## config.mk

```make
export PLATFORM = sky130hd
export DESIGN_NAME = axi_window_xlate
export DESIGN_NICKNAME = d
export VERILOG_FILES = /design/src/rtl/xlate_pkg.sv /design/src/rtl/xlate_regs.sv /design/src/rtl/xlate_win_match.sv /design/src/rtl/xlate_prio.sv /design/src/rtl/axi_window_xlate.sv
export SDC_FILE = /design/constraint.sdc
export NUM_CORES = 2
export LEC_CHECK = 0
export ABC_AREA = 0
export BUFFER_PORTS_ARGS = -buffer_cell sky130_fd_sc_hd__buf_2
export CORE_MARGIN = 5
export CORE_UTILIZATION = 60
export CTS_BUF_LIST = sky130_fd_sc_hd__clkbuf_8
export DETAILED_ROUTE_END_ITERATION = 10
export GPL_TIMING_DRIVEN = 0
export PLACE_DENSITY = 0.74
export SYNTH_ARGS = -nofsm -noshare
export SYNTH_HDL_FRONTEND = slang
export SYNTH_SLANG_ARGS = --single-unit
```

## constraint.sdc

```tcl
create_clock -name clk -period 6.7 [get_ports clk]
set_clock_uncertainty 0.05 [all_clocks]
set_input_delay 1.34 -clock clk [delete_from_list [all_inputs] [get_ports clk]]
set_output_delay 1.34 -clock clk [all_outputs]
set_load 0.1 [all_outputs]
```

## src/rtl/xlate_pkg.sv

```systemverilog
package xlate_pkg;
  localparam int AXI_AW      = 32;
  localparam int FAB_AW      = 40;
  localparam int PG_SH       = 12;
  localparam int CFG_DW      = 32;
  localparam int PG_AW       = AXI_AW - PG_SH;
  localparam int FAB_PG_W    = FAB_AW - PG_SH;
  localparam int DEC_ERR_BIT = 6;

  typedef struct packed {
    logic [AXI_AW-1:0]   start;
    logic [PG_AW-1:0]    pages;
    logic [FAB_PG_W-1:0] fab_pg;
    logic                is_mem;
  } win_cfg_t;
endpackage

```

## src/rtl/xlate_regs.sv

```systemverilog
module xlate_regs
  import xlate_pkg::*;
#(
  parameter int NUM_WIN = 6,
  parameter int CFG_AW  = 8
) (
  input  logic                 clk,
  input  logic                 rst_n,
  input  logic                 cfg_we,
  input  logic [CFG_AW-1:0]    cfg_addr,
  input  logic [CFG_DW-1:0]    cfg_wdata,
  input  logic                 miss_evt,
  output win_cfg_t [NUM_WIN-1:0] win_o,
  output logic                 dec_status,
  output logic                 dec_irq
);
  localparam int SEL_W = CFG_AW - 4;
  localparam logic [SEL_W-1:0] CTRL_SEL = SEL_W'(NUM_WIN);
  localparam logic [1:0] F_START = 2'd0;
  localparam logic [1:0] F_PAGES = 2'd1;
  localparam logic [1:0] F_FAB   = 2'd2;
  localparam logic [1:0] F_EN    = 2'd0;
  localparam logic [1:0] F_STAT  = 2'd1;

  logic [SEL_W-1:0] sel;
  logic [1:0]       fld;
  logic             en_q, stat_q, clr_req;
  logic             cfg_unused;

  assign sel        = cfg_addr[CFG_AW-1:4];
  assign fld        = cfg_addr[3:2];
  assign cfg_unused = ^{cfg_addr[1:0], cfg_wdata};
  assign clr_req    = cfg_we && (sel == CTRL_SEL) && (fld == F_STAT) && cfg_wdata[DEC_ERR_BIT];

  always_ff @(posedge clk or negedge rst_n) begin
    if (!rst_n) begin
      win_o  <= '0;
      en_q   <= 1'b0;
      stat_q <= 1'b0;
    end else begin
      for (int w = 0; w < NUM_WIN; w++) begin
        if (cfg_we && sel == SEL_W'(w)) begin
          case (fld)
            F_START: win_o[w].start <= cfg_wdata[AXI_AW-1:0];
            F_PAGES: win_o[w].pages <= cfg_wdata[PG_AW-1:0];
            F_FAB: begin
              win_o[w].fab_pg <= cfg_wdata[CFG_DW-1:CFG_DW-FAB_PG_W];
              win_o[w].is_mem <= cfg_wdata[0];
            end
            default: ;
          endcase
        end
      end
      if (cfg_we && sel == CTRL_SEL && fld == F_EN)
        en_q <= cfg_wdata[DEC_ERR_BIT];
      // a new miss takes precedence over a clear in the same cycle
      stat_q <= miss_evt | (stat_q & ~clr_req);
    end
  end

  assign dec_status = stat_q;
  assign dec_irq    = stat_q & en_q;
endmodule

```

## src/rtl/xlate_win_match.sv

```systemverilog
module xlate_win_match
  import xlate_pkg::*;
(
  input  win_cfg_t          cfg,
  input  logic [AXI_AW-1:0] addr,
  output logic              hit,
  output logic [FAB_AW-1:0] xaddr
);
  logic [AXI_AW:0] diff;

  assign diff  = {1'b0, addr} - {1'b0, cfg.start};
  // no borrow means addr >= start; page count bounds the offset
  assign hit   = !diff[AXI_AW] && (diff[AXI_AW-1:PG_SH] < cfg.pages);
  assign xaddr = {cfg.fab_pg, {PG_SH{1'b0}}} + {{(FAB_AW-AXI_AW){1'b0}}, diff[AXI_AW-1:0]};
endmodule

```

## src/rtl/xlate_prio.sv

```systemverilog
module xlate_prio
  import xlate_pkg::*;
#(
  parameter int NUM_WIN = 6,
  parameter int WIN_W   = 3
) (
  input  logic [NUM_WIN-1:0]              hits,
  input  logic [NUM_WIN-1:0][FAB_AW-1:0]  xaddrs,
  input  logic [NUM_WIN-1:0]              mems,
  output logic                            any,
  output logic [WIN_W-1:0]                idx,
  output logic [FAB_AW-1:0]               addr,
  output logic                            mem
);
  always_comb begin
    any  = 1'b0;
    idx  = '0;
    addr = '0;
    mem  = 1'b0;
    // scan downward so the lowest hitting index is written last
    for (int w = NUM_WIN - 1; w >= 0; w--) begin
      if (hits[w]) begin
        any  = 1'b1;
        idx  = WIN_W'(w);
        addr = xaddrs[w];
        mem  = mems[w];
      end
    end
  end
endmodule

```

## src/rtl/axi_window_xlate.sv

```systemverilog
module axi_window_xlate
  import xlate_pkg::*;
#(
  parameter int NUM_WIN = 6,
  parameter int CFG_AW  = 8,
  localparam int WIN_W  = (NUM_WIN > 1) ? $clog2(NUM_WIN) : 1
) (
  input  logic              clk,
  input  logic              rst_n,
  input  logic              cfg_we,
  input  logic [CFG_AW-1:0] cfg_addr,
  input  logic [CFG_DW-1:0] cfg_wdata,
  input  logic              lk_valid,
  output logic              lk_ready,
  input  logic [AXI_AW-1:0] lk_addr,
  output logic              rs_valid,
  input  logic              rs_ready,
  output logic              rs_hit,
  output logic [FAB_AW-1:0] rs_addr,
  output logic [WIN_W-1:0]  rs_win,
  output logic              rs_mem,
  output logic              dec_irq
);
  win_cfg_t [NUM_WIN-1:0]             win;
  logic [NUM_WIN-1:0]                 hits, mems;
  logic [NUM_WIN-1:0][FAB_AW-1:0]     xaddrs;
  logic                               any, sel_mem, accept, miss_evt, dec_status;
  logic [WIN_W-1:0]                   sel_idx;
  logic [FAB_AW-1:0]                  sel_addr;

  assign lk_ready = !rs_valid || rs_ready;
  assign accept   = lk_valid && lk_ready;
  assign miss_evt = accept && !any;

  xlate_regs #(.NUM_WIN(NUM_WIN), .CFG_AW(CFG_AW)) u_regs (
    .clk(clk), .rst_n(rst_n), .cfg_we(cfg_we), .cfg_addr(cfg_addr),
    .cfg_wdata(cfg_wdata), .miss_evt(miss_evt), .win_o(win),
    .dec_status(dec_status), .dec_irq(dec_irq)
  );

  for (genvar w = 0; w < NUM_WIN; w++) begin : g_win
    xlate_win_match u_match (
      .cfg(win[w]), .addr(lk_addr), .hit(hits[w]), .xaddr(xaddrs[w])
    );
    assign mems[w] = win[w].is_mem;
  end

  xlate_prio #(.NUM_WIN(NUM_WIN), .WIN_W(WIN_W)) u_prio (
    .hits(hits), .xaddrs(xaddrs), .mems(mems),
    .any(any), .idx(sel_idx), .addr(sel_addr), .mem(sel_mem)
  );

  always_ff @(posedge clk or negedge rst_n) begin
    if (!rst_n) begin
      rs_valid <= 1'b0;
      rs_hit   <= 1'b0;
      rs_addr  <= '0;
      rs_win   <= '0;
      rs_mem   <= 1'b0;
    end else if (accept) begin
      rs_valid <= 1'b1;
      rs_hit   <= any;
      rs_addr  <= any ? sel_addr : '0;
      rs_win   <= any ? sel_idx : '0;
      rs_mem   <= any & sel_mem;
    end else if (rs_ready) begin
      rs_valid <= 1'b0;
    end
  end
endmodule

```

**Word-level counts from Yosys, hierarchy flattened**

Cells that the tools add are included.

- Bits in registers: 534
- Bits of input ports: 77
- Output and inout bits: 48
- Logic and storage cells: 138

- Add/sub/neg operators: 12
- $lt $le $gt $ge: 6
- Equal/unequal tests: 8
- Muxes and demuxes: 28
- Bitwise operators: 5
- Reduce and logical (&&, ||, !) cells: 48

Operators with widths:

| cell | count |
|---|---|
| two-way mux 40 bit | 7 |
| adder 40 x 32 -> 40 bit | 6 |
| subtractor 32 x 32 -> 33 bit | 6 |
| < comparator 20 bit | 6 |
| AND reduction 2 bit | 18 |
| two-way mux 3 bit | 7 |
| logical AND 1 bit | 18 |
| two-way mux 1 bit | 14 |
| == test 4 x 3 -> 1 bit (second input constant) | 3 |
| == test 4 x 2 -> 1 bit (second input constant) | 2 |
| zero test 1 bit | 8 |
| == test 4 x 1 -> 1 bit (second input constant) | 1 |
| zero test 4 bit | 1 |
| AND 1 bit | 3 |
| == test 2 x 1 -> 1 bit (second input constant) | 1 |
| == test 2 bit (second input constant) | 1 |
| zero test 2 bit | 1 |
| nonzero test 2 bit | 1 |
| logical OR 1 bit | 1 |
| inverter 1 bit | 1 |
| bitwise OR 1 bit | 1 |

**Logic depth before layout (Yosys ltp)**

- Depth after elaboration: 12
- Mapped depth: 28
- Mapped depth without buffers: 27

**Hierarchy**

Synthesis repeated with hierarchy kept, for this count alone.

- Cell total of the unflattened synthesis: 4523
- Area, all modules: 43364.1 um^2

Modules (own cells, without submodules):

| module | instances | cells an instance | area an instance (um^2) | seq. area each (um^2) |
|---|---|---|---|---|
| xlate_regs | 1 | 1092 | 18350.1 | 12211.7 |
| xlate_win_match at g_win[1].u_match ... | 2 | 561 | 3856.2 | 0.0 |
| xlate_win_match at g_win[3].u_match | 1 | 485 | 3410.8 | 0.0 |
| xlate_win_match at g_win[0].u_match | 1 | 488 | 3394.5 | 0.0 |
| xlate_win_match at g_win[4].u_match | 1 | 469 | 3320.7 | 0.0 |
| xlate_win_match at g_win[5].u_match | 1 | 464 | 3228.1 | 0.0 |
| axi_window_xlate | 1 | 158 | 2037.0 | 1151.1 |
| xlate_prio | 1 | 245 | 1910.6 | 0.0 |

**Worst setup path after synthesis**

Ideal clock, no wire load.

- Path kind: input port to flip-flop
- Start point: input lk_addr[0]
- End point: register rs_addr[1]
- Library setup time: 0.084 ns
- Arrival: 6.442 ns
- Required time: 6.566 ns
- Path slack: 0.124 ns
- Stages on the path: 27
- Path buffers: 2
- Cell sequence: inv_1 > ha_1 > fa_1 > nand2b_1 > a21oi_1 > o41ai_4 > o31ai_1 > a41o_1 > a21o_1 > a21oi_1 > o21ai_0 > a41o_1 > nor4_1 > a311o_1 > ha_1 > nor2b_1 > o21ai_0 > nand2b_1 > a2111oi_0 > o41a_1 > nand2_1 > buf_2 > buf_2 > o311ai_0 > o21ai_0 > o21a_1 > o22ai_1

- Cells in the longest elaborated chain, start to end: 10
- Elaborated cells on any way between the ends: 43
- Those cells by class: add/sub (12); order compare (6); mux (13); reduce/logical (12)

Ends and longest elaborated chain:

| element | line | RTL |
|---|---|---|
| start: declaration | axi_window_xlate.sv:15 | `input logic [AXI_AW-1:0] lk_addr,` |
| parallel branches: the longest is 9 deep, another holds adder 40 x 32 -> 40 bit | -- |  |
| two-way mux 40 bit * | axi_window_xlate.sv:63 | `rs_addr <= any ? sel_addr : '0;` |
| end signal: assignment | axi_window_xlate.sv:63 |  |
| end: declaration | axi_window_xlate.sv:19 | `output logic [FAB_AW-1:0] rs_addr,` |

Mark *: on every way between the ends.
A chain may end at the register's enable or synchronous reset.

**Worst setup path after layout**

- Start point: input lk_addr[0]
- End point: register rs_addr[2]

Same word-level chain as after synthesis.

==> impl_metrics.toml <==
[final_layout]
num-fill-cells = 5432
drive_above_1_share_pct = 20.44
layout.nets = 5160
syn2layout_area_growth_pct = 14.71

[synth]
syn_inst = 4366
ys.flop_type = "dfrtp_1"
synth_fa_ha_area_share_pct = 13.86
async_flop_share_pct = 100.0
netlist-cell-type-count = 91
avgSynthCellArea_sq_um = 9.265
synth_top_family_by_area = "compound AO/OA/AOI/OAI gates"
synth_xor_area_share_pct = 6.496
ys_warn_count = 0
yosysSeqAreaShare_pct = 33.04
synthMuxAreaShare_pct = 10.80
synth_simple_gate_area_share_pct = 11.80
synth_edf_count = 0
synth_compound_area_share_pct = 18.65
syn_area_sq_um = 40450
ys_ff_latch = 534
synthesis.nets = 4884

[worst_setup_path]
timing.critical_path.arrival_ns = 7.36
rr_endpoint = "rs_addr[2]"
start_kind = "input port"
r2r_slack_ns = 0.48
critPathKind = "in2reg"
r2r_cells = 23
rr_startpoint = "u_regs.win_o[373]"
worstPathRequired_ns = 7.25
critPathTopFamily = "compound AO/OA/AOI/OAI gates"
cpPeakStageDelay_ns = 0.50
crit_path_end_kind = "register"
cp_num_buf_inv = 5
crit_slowest_cell = "a2111oi_4"
crit_fanout = 8

[cts]
cts_sinks = 534
cts_tree = "done"
clkTransAtPathRegs_ns = 0.06
cts_htree_levels = 3
clockBufferDepth = 3
cts_root_buf = "clkbuf_8"
cts_inserted_buffers = 98
insertion_delay_ns = 0.77
ctsHoldBuffers = 0

[place]
dpl.hpwl_um = 109500
place_congestion = 0.9776
io_buffers = 104
place_ws_ns = -2.963

[timing]
finalHoldViolCount = 0
finalMaxSlewViolations = 44
fin_crit_ns = 6.804
post-route-period-util_pct = 101.6
setup_tns_ns = -0.2127
setup_violations = 6
worst_pin_slew_ns = 1.615
setup_ws_ns = -0.1045
slew_headroom_pct = -7.695
fmax_ghz = 0.1470

[worst_hold_path]
hold_depth = 2
hp-class = "reg2reg"
holdPathEnd = "rs_win[1]"
hold_start = "rs_win[1]"

[power_and_ir_drop]
p_leak_nw = 21.71
ir_drop_mv = 0.3657
powerDensity_nw_per_um2 = 375.6

[grt]
grt_max_degree = 117
grt.total_usage_pct = 38.66
antenna_found_initial = 11
grt_first_pass_wirelength_um = 213600
grt_pass1_vias = 34910
grt_overflow = 0

[floorplanning]
die_y_um = 269.6
io-pin-count = 125
coreArea_sq_um = 67040
fp.dieW_um = 269.6
rows = 95
die_area_sq_um = 72710
start_util_pct = 60.34

[status]
violations = "max-capacitance violations, max-slew violations, negative setup slack"
status = "finished with violations"

[routing]
remaining_drc_errors = 0
ant_nets = 0
drt_iter0_markers = 3878
vias = 36220
wl_per_cell_um = 26.19
dr.pass1.iters = 8
via_per_inst = 6.462
wl_um = 146800

[run]
maxCapViolations = 5
## final cells by class
type                       count  area, sq um  share of cell area (%)
antenna                       11        27.53                 0.05932
clock buffer                 132         1817                   3.915
timing repair buffer         177         1291                   2.783
multi-input combinational   3271        26190                   56.44
clock inverter                47        269.0                  0.5797
sequential                   534        13360                   28.80
tap                          873         1092                   2.354
buffer                       165        864.6                   1.863
inverter                     395         1489                   3.209
## per-layer routing
layer | wire length, um | global-route usage [%] | up-vias
met2 | 64950 | 60.59 | 1824
li1 | - | - | 16250
met4 | 9736 | 20.74 | 2
met5 | 8 | 0 | -
met3 | 14940 | 8.810 | 497
met1 | 57160 | 50.09 | 17640
## repair_timing
item                       CTS  global route
setup buffers               28            36
resized for setup          176           147
hold endpoints to repair     0             0
setup endpoints to repair   46            45
gates cloned                 0             2
pin swaps                   26            71
## kinds of logic after synthesis
group	after synthesis
adder cells (fa/ha/maj)	441
XOR/XNOR	300
flip-flops	534
AND/OR/NAND/NOR	981
multiplexers	388
buffers and inverters	561
AO/OA/AOI/OAI	1161
## how the worst max path moves through the flow
stage,startpoint,to,slack (ns),depth (start not counted)
5_1_grt,lk_addr[0],rs_addr[35],-0.04,28
2_1_floorplan,lk_addr[0],rs_addr[1],0.12,27
3_3_place_gp,rst_n,u_regs.win_o[404],-7.13,1
4_1_cts,lk_addr[0],rs_addr[20],-0.002,29
3_5_place_dp,lk_addr[1],rs_addr[5],-2.96,26
6_report,lk_addr[0],rs_addr[2],-0.10,25
## state kept, by name, summed over array words and instances (netlist names)
signal and count:
rs_addr 40, rs_hit 1, rs_mem 1, rs_valid 1, rs_win 3, u_regs.dec_status 1
u_regs.en_q 1, u_regs.win_o 486
## where the power goes
part           internal, W  total, W  switching [W]
combinational      0.00358   0.00991        0.00633
clock              0.00183   0.00338        0.00155
sequential         0.00378   0.00413       0.000352
total              0.00919    0.0174        0.00823
## metrics by stage
| step | cell area, sq um | instances | total power, W | hold WS (ns) | utilization (%) |
|---|---|---|---|---|---|
| 6_report | 46400 | 5605 | 0.01743 | 0.4349 | 69.21 |
| 5_1_grt | 46380 | 5598 | 0.01821 | 0.4595 | 69.19 |
| 4_1_cts | 45320 | 5556 | 0.01666 | 0.4367 | 67.60 |
| 3_5_place_dp | 42230 | 5349 | 0.01280 | 0.4239 | 63.00 |
| 3_3_place_gp | 42060 | 5343 | 0.01267 | 0.4133 | 62.74 |
| 2_1_floorplan | 40450 | 4366 | 0.01027 | 0.4116 | - |
## cell usage in the layout (no fill, tap or decap), types with 22 or more instances in the layout
cell      count
a211oi_1     39
a21o_1      109
a21oi_1     269
a31oi_1      29
and2_1       22
and3_1       29
buf_1        40
buf_2       104
buf_4        64
clkbuf_1     89
clkbuf_8    133
dfrtp_1     534
ha_1        422
inv_1       421
mux2_2      387
nand2_1     299
nand2b_1     65
nand3_1      77
nand4_1      45
nor2_1      202
nor2b_1      48
nor3_1       63
o211ai_1     31
o21a_1       60
o21ai_0     265
o21bai_1     37
o22ai_1      25
or3_1        28
xnor2_1     197
xor2_1       96
## worst reg2reg max path: stages (launching register included)
cell and delay (ns):
dfrtp_1 0.43, ha_4 0.20, fa_2 0.39, nor2b_4 0.17
o31ai_4 0.11, a2111oi_4 0.50, nor3b_4 0.12, nor4b_2 0.37
o31a_1 0.28, a2bb2oi_4 0.21, buf_4 0.14, xor2_1 0.24
ha_1 0.32, a211oi_2 0.24, o22ai_2 0.12, nor4b_2 0.27
nand4_1 0.17, a22oi_2 0.34, buf_6 0.25, buf_12 0.19
o311ai_2 0.17, a31oi_1 0.36, o22ai_1 0.14, a221o_1 0.28
## cell usage after synthesis, types with 13 or more instances
master	count	area share [%]
a31oi_1	34	0.53
o21bai_1	39	0.72
a21o_1	109	2.0
nand3_1	79	0.98
o211ai_1	31	0.58
o31ai_1	29	0.54
and3_1	30	0.46
nand4_1	45	0.70
nor2_1	206	1.9
clkbuf_1	103	0.96
xnor2_1	203	4.4
or2_2	16	0.25
and2_1	22	0.34
ha_1	429	13
o221ai_1	20	0.43
buf_1	40	0.37
a211oi_1	59	1.1
o21a_1	61	1.1
a221oi_1	18	0.39
nor3_1	72	0.89
nor2b_1	50	0.77
a21oi_1	280	3.5
mux2_2	387	11
nor3b_1	13	0.24
nand2_1	303	2.8
o22ai_1	27	0.42
o21ai_1	13	0.16
dfrtp_1	534	33
o21ai_0	284	3.5
nand2b_1	67	1.0
xor2_1	97	2.1
nor4_1	13	0.20
buf_2	13	0.16
a211o_1	14	0.30
inv_1	395	3.7
or3_1	29	0.45
(Power assumes the default switching activity.)
